<file path="config.mk">
export PLATFORM = sky130hd
export DESIGN_NAME = chg_guard_seq
export DESIGN_NICKNAME = d
export VERILOG_FILES = /design/src/rtl/chg_guard_seq.sv
export SDC_FILE = /design/constraint.sdc
export NUM_CORES = 1
export LEC_CHECK = 0
export ABC_CLOCK_PERIOD_IN_PS = 5100
export CAP_MARGIN = 20
export CORE_AREA = 2 2 84 86
export DETAILED_ROUTE_END_ITERATION = 8
export DIE_AREA = 0 0 86 88
export GPL_ROUTABILITY_DRIVEN = 0
export PLACE_DENSITY = 0.76
export SKIP_LAST_GASP = 1
export SLEW_MARGIN = 40
export SYNTH_ARGS = -nofsm -noshare
export SYNTH_HDL_FRONTEND = slang
export SYNTH_SLANG_ARGS = --single-unit
</file>
<file path="constraint.sdc">
create_clock -name clk -period 5.1 [get_ports clk]
set_clock_uncertainty 0.1 [all_clocks]
set_input_delay 1.275 -clock clk [delete_from_list [all_inputs] [get_ports clk]]
set_output_delay 1.275 -clock clk [all_outputs]
set_load 0.03 [all_outputs]
</file>
<file path="src/rtl/chg_guard_seq.sv">
module chg_guard_seq #(
  parameter int POR_TICKS       = 8000,
  parameter int OVP_REC_TICKS   = 8000,
  parameter int OC_BLANK_TICKS  = 176,
  parameter int OC_REC_TICKS    = 64000,
  parameter int BAT_BLANK_TICKS = 176,
  parameter int FAULT_LIMIT     = 16
) (
  input  logic clk,
  input  logic rst_n,
  input  logic tick,
  input  logic pwr_ok,
  input  logic in_ovp,
  input  logic oc_flag,
  input  logic bat_ovp,
  input  logic hot,
  input  logic disable_in,
  output logic sw_en,
  output logic fault_n,
  output logic latched
);
  localparam int T1   = (POR_TICKS > OVP_REC_TICKS) ? POR_TICKS : OVP_REC_TICKS;
  localparam int TMAX = (T1 > OC_REC_TICKS) ? T1 : OC_REC_TICKS;
  localparam int TW   = $clog2(TMAX + 1);
  localparam int BMAX = (OC_BLANK_TICKS > BAT_BLANK_TICKS) ? OC_BLANK_TICKS : BAT_BLANK_TICKS;
  localparam int BW   = $clog2(BMAX + 1);
  localparam int CW   = $clog2(FAULT_LIMIT + 1);
  localparam int CW1  = CW + 1;

  logic          run;
  logic [TW-1:0] por_tmr, ovp_tmr, oc_tmr;
  logic          ovp_rec;
  logic [BW-1:0] oc_blk, bat_blk;
  logic          oc_trip, bat_trip;
  logic [CW-1:0] fcnt;
  logic          at_limit, monitor, oc_fire, bat_fire;
  logic [CW:0]   fsum;

  assign at_limit = (fcnt == CW'(FAULT_LIMIT));
  assign monitor  = run & ~disable_in & ~at_limit;
  assign oc_fire  = monitor & ~oc_trip & oc_flag & tick &
                    (oc_blk == BW'(OC_BLANK_TICKS - 1));
  assign bat_fire = monitor & ~bat_trip & bat_ovp & tick &
                    (bat_blk == BW'(BAT_BLANK_TICKS - 1));
  assign fsum     = {1'b0, fcnt} + CW1'(oc_fire) + CW1'(bat_fire);

  always_ff @(posedge clk or negedge rst_n) begin
    if (!rst_n) begin
      run     <= 1'b0;
      por_tmr <= '0;
    end else if (!pwr_ok) begin
      run     <= 1'b0;
      por_tmr <= '0;
    end else if (!run && tick) begin
      if (por_tmr == TW'(POR_TICKS - 1)) run <= 1'b1;
      else por_tmr <= por_tmr + 1'b1;
    end
  end

  always_ff @(posedge clk or negedge rst_n) begin
    if (!rst_n) begin
      ovp_rec <= 1'b0;
      ovp_tmr <= '0;
    end else if (!pwr_ok) begin
      ovp_rec <= 1'b0;
      ovp_tmr <= '0;
    end else if (in_ovp) begin
      ovp_rec <= 1'b1;
      ovp_tmr <= '0;
    end else if (ovp_rec && tick) begin
      if (ovp_tmr == TW'(OVP_REC_TICKS - 1)) begin
        ovp_rec <= 1'b0;
        ovp_tmr <= '0;
      end else begin
        ovp_tmr <= ovp_tmr + 1'b1;
      end
    end
  end

  always_ff @(posedge clk or negedge rst_n) begin
    if (!rst_n) begin
      oc_trip <= 1'b0;
      oc_blk  <= '0;
      oc_tmr  <= '0;
    end else if (!pwr_ok || !monitor) begin
      oc_trip <= 1'b0;
      oc_blk  <= '0;
      oc_tmr  <= '0;
    end else if (oc_trip) begin
      oc_blk <= '0;
      if (tick) begin
        if (oc_tmr == TW'(OC_REC_TICKS - 1)) begin
          oc_trip <= 1'b0;
          oc_tmr  <= '0;
        end else begin
          oc_tmr <= oc_tmr + 1'b1;
        end
      end
    end else if (oc_flag) begin
      if (oc_fire) begin
        oc_trip <= 1'b1;
        oc_blk  <= '0;
        oc_tmr  <= '0;
      end else if (tick) begin
        oc_blk <= oc_blk + 1'b1;
      end
    end else begin
      oc_blk <= '0;
    end
  end

  always_ff @(posedge clk or negedge rst_n) begin
    if (!rst_n) begin
      bat_trip <= 1'b0;
      bat_blk  <= '0;
    end else if (!pwr_ok || !monitor) begin
      bat_trip <= 1'b0;
      bat_blk  <= '0;
    end else if (bat_trip) begin
      bat_blk <= '0;
      if (!bat_ovp) bat_trip <= 1'b0;
    end else if (bat_ovp) begin
      if (bat_fire) begin
        bat_trip <= 1'b1;
        bat_blk  <= '0;
      end else if (tick) begin
        bat_blk <= bat_blk + 1'b1;
      end
    end else begin
      bat_blk <= '0;
    end
  end

  always_ff @(posedge clk or negedge rst_n) begin
    if (!rst_n) fcnt <= '0;
    else if (!pwr_ok || disable_in) fcnt <= '0;
    else if (!at_limit) begin
      if (fsum >= CW1'(FAULT_LIMIT)) fcnt <= CW'(FAULT_LIMIT);
      else fcnt <= fsum[CW-1:0];
    end
  end

  assign latched = pwr_ok & at_limit;
  assign sw_en   = pwr_ok & run & ~disable_in & ~in_ovp & ~ovp_rec & ~hot &
                   ~oc_trip & ~bat_trip & ~at_limit;
  assign fault_n = ~(pwr_ok & (in_ovp | ovp_rec | oc_trip | bat_trip | at_limit));
endmodule

</file>
# Yosys cells after proc, flatten, opt, wreduce, memory -nomap -nowiden
# Index checks and enable logic that the tools add are counted.
[totals] ff_bits=73 latch_bits=0 ram_bits=0 rom_bits=0 word_cells=122 n_memories=0
[classes] add_sub_neg=7 mul=0 div=0 order_cmp=1 n_eq_ne=15 shift=0 mux=44 bitwise_logic=32 reduce_logical=13
[op_table] cell="$mux 16" count=13
[op_table] cell="$mux 8" count=10
[op_table] cell="$add 16x1->16 const B" count=3
[op_table] cell="$eq 16x13->1 const B" count=2
[op_table] cell="$and 1x1->1" count=20
[op_table] cell="$mux 1" count=18
[op_table] cell="$add 8x1->8 const B" count=2
[op_table] cell="$eq 16x16->1 const B" count=1
[op_table] cell="$eq 8x8->1 const B" count=2
[op_table] cell="$mux 5" count=3
[op_table] cell="$ne 5x2->1 const B" count=2
[op_table] cell="$not 1->1" count=8
[op_table] cell="$add 5x1->6" count=1
[op_table] cell="$add 6x1->6" count=1
[op_table] cell="$ge 6x5->1 const B" count=1
[op_table] cell="$ne 2x1->1 const B" count=3
[op_table] cell="$ne 3x1->1 const B" count=2
[op_table] cell="$reduce_and 2->1" count=3
[op_table] cell="$reduce_bool 3->1" count=2
[op_table] cell="$eq 5x5->1 const B" count=1
[op_table] cell="$or 1x1->1" count=4
[op_table] cell="$logic_not 1->1" count=3
[op_table] cell="$ne 3x2->1 const B" count=1
[op_table] cell="$reduce_and 3->1" count=1
[op_table] cell="3 further kinds" count=5

# Depth between registers and ports, before layout
[logic_depth] word_depth=13 mapped_depth=11 mapped_depth_nobuf=11

# Worst setup path before layout
# No wires, ideal clock.
[synth_timing] path_kind="input to output" startpoint="input port pwr_ok" endpoint="output port sw_en" t_arrival_ns=2.588 required_time_ns=3.725 slack_ns=1.137 path_stages=4 n_path_buf=1 cell_sequence="clkbuf_1 nor2b_1 nand2b_1 nor3_1"
[synth_via] elab_chain_cells=8
[synth_lines] element="start, declared" line_no="12" source="input logic pwr_ok,"
[synth_lines] element="$and 1x1->1 (6 in series)" line_no="144" source="assign sw_en = pwr_ok & run & ~disable_in & ~in_ovp & ~ovp_rec & ~hot &"
[synth_lines] element="$and 1x1->1 (2 in series)" line_no="145" source="~oc_trip & ~bat_trip & ~at_limit;"
[synth_lines] element="end, declared" line_no="18" source="output logic sw_en,"
# Every way passes these cells.

# Worst setup path in the final report
[layout_timing] startpoint="input port disable_in" endpoint="output port sw_en"
[layout_via] elab_chain_cells=8
[layout_lines] element="start, declared" line_no="17" source="input logic disable_in,"
[layout_lines] element="$not 1->1" line_no="144"
[layout_lines] element="$and 1x1->1 (5 in series)" line_no="144"
[layout_lines] element="$and 1x1->1 (2 in series)" line_no="145"
# Every way passes these cells.

==> results summary <==
The share of the clock period used by the worst path after layout is roughly 90%. The placeable core region came out at around 6600 sq um. The worst-path cell with the longest stage delay is sky130_fd_sc_hd__clkdlybuf4s50_1.

The count of endpoints failing setup in the final report is 0. Broken down by cell family, the worst path's largest delay share belongs to buffers and inverters. The prevailing post-synth register cell is sky130_fd_sc_hd__dfrtp_1. The global-route usage over all layers is 22.1%. The number of global-route vias before repair is 2857. Relative to the synthesized area, the layout overhead comes to 10.6%. The post-route antenna net violation count is 0.

After clock tree synthesis, the repair step resized 0 gates. The count of mapped cells out of synthesis is between 400 and 500. The residual DRC count is 0.

The basic-gate share of the synthesized area counting and, or, nand and nor cells is roughly 29%. The synthesized netlist devotes around 10% of its cell area to compound gates. Buffers inserted during clock tree synthesis total 9.

By area, the combinational part of the netlist is dominated by simple AND/OR/NAND/NOR gates. The number of post-CTS setup repair buffers came out at 0. Along the worst hold path, the cell count comes to 1. The number of sinks driven by the clock tree is 73. The share of the synthesized area in the top cell type is 47.4%.

The root buffer selected by CTS is sky130_fd_sc_hd__clkbuf_8. In this run the power density over the cells is around 260 nW/um^2. By area the synthesized netlist is led by sky130_fd_sc_hd__dfrtp_1, sky130_fd_sc_hd__nor2_1, sky130_fd_sc_hd__nand3_1.

For this block, the routed nets add up to between 7000 and 8000 um of wire. The final core utilization is about 64%. The largest stage delay on the critical path came out at 0.70 ns. The H-tree depth came out at 3. At the pin with the least slew margin, the transition time is a little over 0.7 ns. The most numerous cell in the Yosys netlist is sky130_fd_sc_hd__dfrtp_1.

The proportion of synthesized chip area in sequential cells came out at between 40% and 50%. The logic depth of the worst setup path including buffers came out at 5. The flow ran to the end, and the final reports show no timing, DRC or antenna violations. The initial core utilization is 57.9%. The final hold violation count came out at 0. Entering global routing, the biggest net connects 42 pins. The setup total negative slack came out at 0 ns. The number of vias per cell after detailed routing is just under 6.

The max-slew violation total from the final report came out at 0. The deepest clock path buffer count came out at 2. The post-synthesis cell type count came out at 45.

Row generation in the floorplan step produced 30 rows. The initial antenna violation count came out at 0. Setup repair after global routing left no endpoint under its margin. The number of diodes added for antenna fixing is 0. The filler cells instantiated in the layout total roughly 550. The first-pass GRT wire length came out at 13200 um.

The register clock-pin slew on the reported worst setup and hold paths is around 0.080 ns. Summed over all instances, the cell type with the most area after synthesis is sky130_fd_sc_hd__dfrtp_1. The required time of the critical path is 3.72 ns. The latest clock arrival within the worst-skew pair came out at approximately 0.36 ns. The max-slew headroom at the worst pin is between 50 and 60%.

The post-layout instance count excluding filler cells came out at slightly above 500. The arrival time of data at the critical path endpoint came out at around 3.2 ns. Counting I/O delays and the setup requirement, the final critical path takes approximately 4.6 ns. The horizontal die dimension came out at 86 um. After routing the design area is about 4300 sq um. The worst setup path is launched from an input port.

The overall via count from detail_route came out at about 3000. The number of instances in the placed design came out at roughly 500. Summing all placed instances gives a cell area of between 4000 and 5000 sq um. The height of the die is a little under 90 um.

The fraction of layout instances using a drive strength above 1 is approximately 6.7%. Counting flops with an async set or reset pin after synthesis yields a share of 100%. In this run the count of I/O pins placed on the die edge is 12.

In this run the worst path has a maximum fanout of 5. The cell area after synthesis came out at about 3800 sq um. The number of nets produced by synthesis is roughly 420. The full die area came out at 7570 sq um. The worst setup slack before clock tree synthesis is 0.589 ns. The half-perimeter wire length after detailed placement came out at 5230 um. The leakage dissipation is between 1.5 and 2 nW. In the synthesized netlist, mux cells make up slightly above 1% of the area.

The most numerous cell type found on the critical path is sky130_fd_sc_hd__clkdlybuf4s50_1. The number of flops mapped to enable cells by yosys came out at 0. The path class of the tightest hold or removal check is reg2reg. The critical path is of the in2out type. The detailed-router iteration count before antenna repair came out at 4. The average wire per standard cell came out at 14.9 um. Traced cell by cell, the critical path runs through clkdlybuf4s50_1 -> nor2b_1 -> nand2b_1 -> nor3_1 -> clkdlybuf4s50_1. The fmax is 0.218 GHz. The CTS tree is done. After layout, the worst setup slack is around 0.52 ns. The count of port buffers added during placement came out at 11.

The hold-fix buffer count after cts came out at 0. The worst-case IR drop observed on VDD is approximately 0.00015 V. Max-cap violations in this run came to 0. The number of synthesized register bits came out at 73. Yosys printed 0 warnings. The average instance area after synthesis is about 9.5 sq um. The total buffers and inverters traversed by the critical path came out at 2. Counting instances in the post-synthesis netlist gives the leading cell types as sky130_fd_sc_hd__dfrtp_1, sky130_fd_sc_hd__nor2_1, sky130_fd_sc_hd__nand3_1. At the end of the flow, the number of nets in the layout was around 440. The synthesized-area fraction occupied by xor and xnor cells is a little over 8%. The worst register-to-register path has a depth of 9. Summing the areas of all fa, ha and maj instances in the mapped netlist gives 2.47% of the synthesized area. Summed over all layers, the global routing overflow is 0.

The iteration-0 DRC count of the detailed router came out at about 170. The endpoint kind of the worst setup timing path is an output pin.
-- metrics by stage --
step / hold slack [ns] / total power [mW]
2_1_floorplan: 0.368 / 0.614
3_3_place_gp: 0.401 / 0.638
3_5_place_dp: 0.414 / 0.639
4_1_cts: 0.425 / 1.10
5_1_grt: 0.445 / 1.13
6_report: 0.423 / 1.09
-- final cells by class --
type | instances | area, sq um | area share, %
Timing Repair Buffer | 15 | 138 | 3.23
Clock buffer | 9 | 124 | 2.91
Tap cell | 80 | 100 | 2.35
Sequential cell | 73 | 1830 | 42.9
Inverter | 4 | 15.0 | 0.353
Multi-Input combinational cell | 322 | 1970 | 46.4
Clock inverter | 7 | 78.8 | 1.85
-- cell usage in the layout (no fill, tap or decap), types with 4 or more instances in the layout --
cell type	instances
sky130_fd_sc_hd__a22o_1	9
sky130_fd_sc_hd__xor2_1	21
sky130_fd_sc_hd__nand2_1	34
sky130_fd_sc_hd__nand3_1	39
sky130_fd_sc_hd__dfrtp_1	73
sky130_fd_sc_hd__clkbuf_8	9
sky130_fd_sc_hd__clkdlybuf4s50_1	10
sky130_fd_sc_hd__buf_4	5
sky130_fd_sc_hd__o21a_1	4
sky130_fd_sc_hd__nor2b_1	8
sky130_fd_sc_hd__nand2b_1	10
sky130_fd_sc_hd__nor3_1	10
sky130_fd_sc_hd__o21ai_0	7
sky130_fd_sc_hd__and3_1	11
sky130_fd_sc_hd__nor2_1	56
sky130_fd_sc_hd__and2_1	11
sky130_fd_sc_hd__a21oi_1	7
sky130_fd_sc_hd__mux2i_1	4
sky130_fd_sc_hd__and4_1	4
sky130_fd_sc_hd__or3_1	4
sky130_fd_sc_hd__ha_1	6
sky130_fd_sc_hd__inv_1	4
sky130_fd_sc_hd__xnor2_1	15
sky130_fd_sc_hd__o21ai_1	10
sky130_fd_sc_hd__nand4_1	17
sky130_fd_sc_hd__a21o_1	8
-- cells by family (layout without fill, tap and decap cells) --
kind of cell    after synthesis  in the layout
simple gates                218            218
flops                        73             73
compound gates               57             57
xor+xnor                     36             36
buf+inv                      12             35
fa+ha+maj                     7              7
mux                           4              4
-- worst register-to-register path, stage by stage, from the launching register on --
cell,delay [ns]
sky130_fd_sc_hd__dfrtp_1,0.41
sky130_fd_sc_hd__or4b_4,0.57
sky130_fd_sc_hd__o21ai_0,0.34
sky130_fd_sc_hd__nor3_1,0.13
sky130_fd_sc_hd__fa_1,0.46
sky130_fd_sc_hd__ha_1,0.23
sky130_fd_sc_hd__nand3_1,0.11
sky130_fd_sc_hd__mux2i_1,0.33
sky130_fd_sc_hd__nand2_1,0.12
sky130_fd_sc_hd__nor2_1,0.13
-- registers in the layout (all words and copies together), names as in the netlist --
register	cells
oc_tmr	16
ovp_tmr	16
por_tmr	16
bat_blk	8
oc_blk	8
fcnt	5
bat_trip	1
oc_trip	1
ovp_rec	1
run	1
-- per-layer routing --
layer / up-vias / track usage (%) / wire [um]
met1: 1458 / 28.7 / 3620
met2: 35 / 37.3 / 3650
li1: 1483 / - / -
met5: - / 0 / 0
met4: 0 / 8.66 / 146
met3: 14 / 3.68 / 191
-- final timing paths --
path / end / slack (ns) / start
worst max-delay path: sw_en / 0.52 / disable_in
worst min-delay path: oc_tmr[10] / 0.42 / oc_tmr[10]
worst max register to register: fcnt[2] / 2.08 / fcnt[1]
worst min register to register: oc_tmr[10] / 0.42 / oc_tmr[10]
max in group asynchronous: oc_blk[2] / 3.29 / rst_n
min in group asynchronous: por_tmr[2] / 0.79 / rst_n
-- power by group --
part	total, mW	switching [mW]	internal, mW
sequential	0.583	0.00237	0.581
clock	0.467	0.237	0.230
combinational	0.0441	0.0293	0.0148
total	1.09	0.268	0.825
Note: power is estimated with default switching activity, not from simulation.
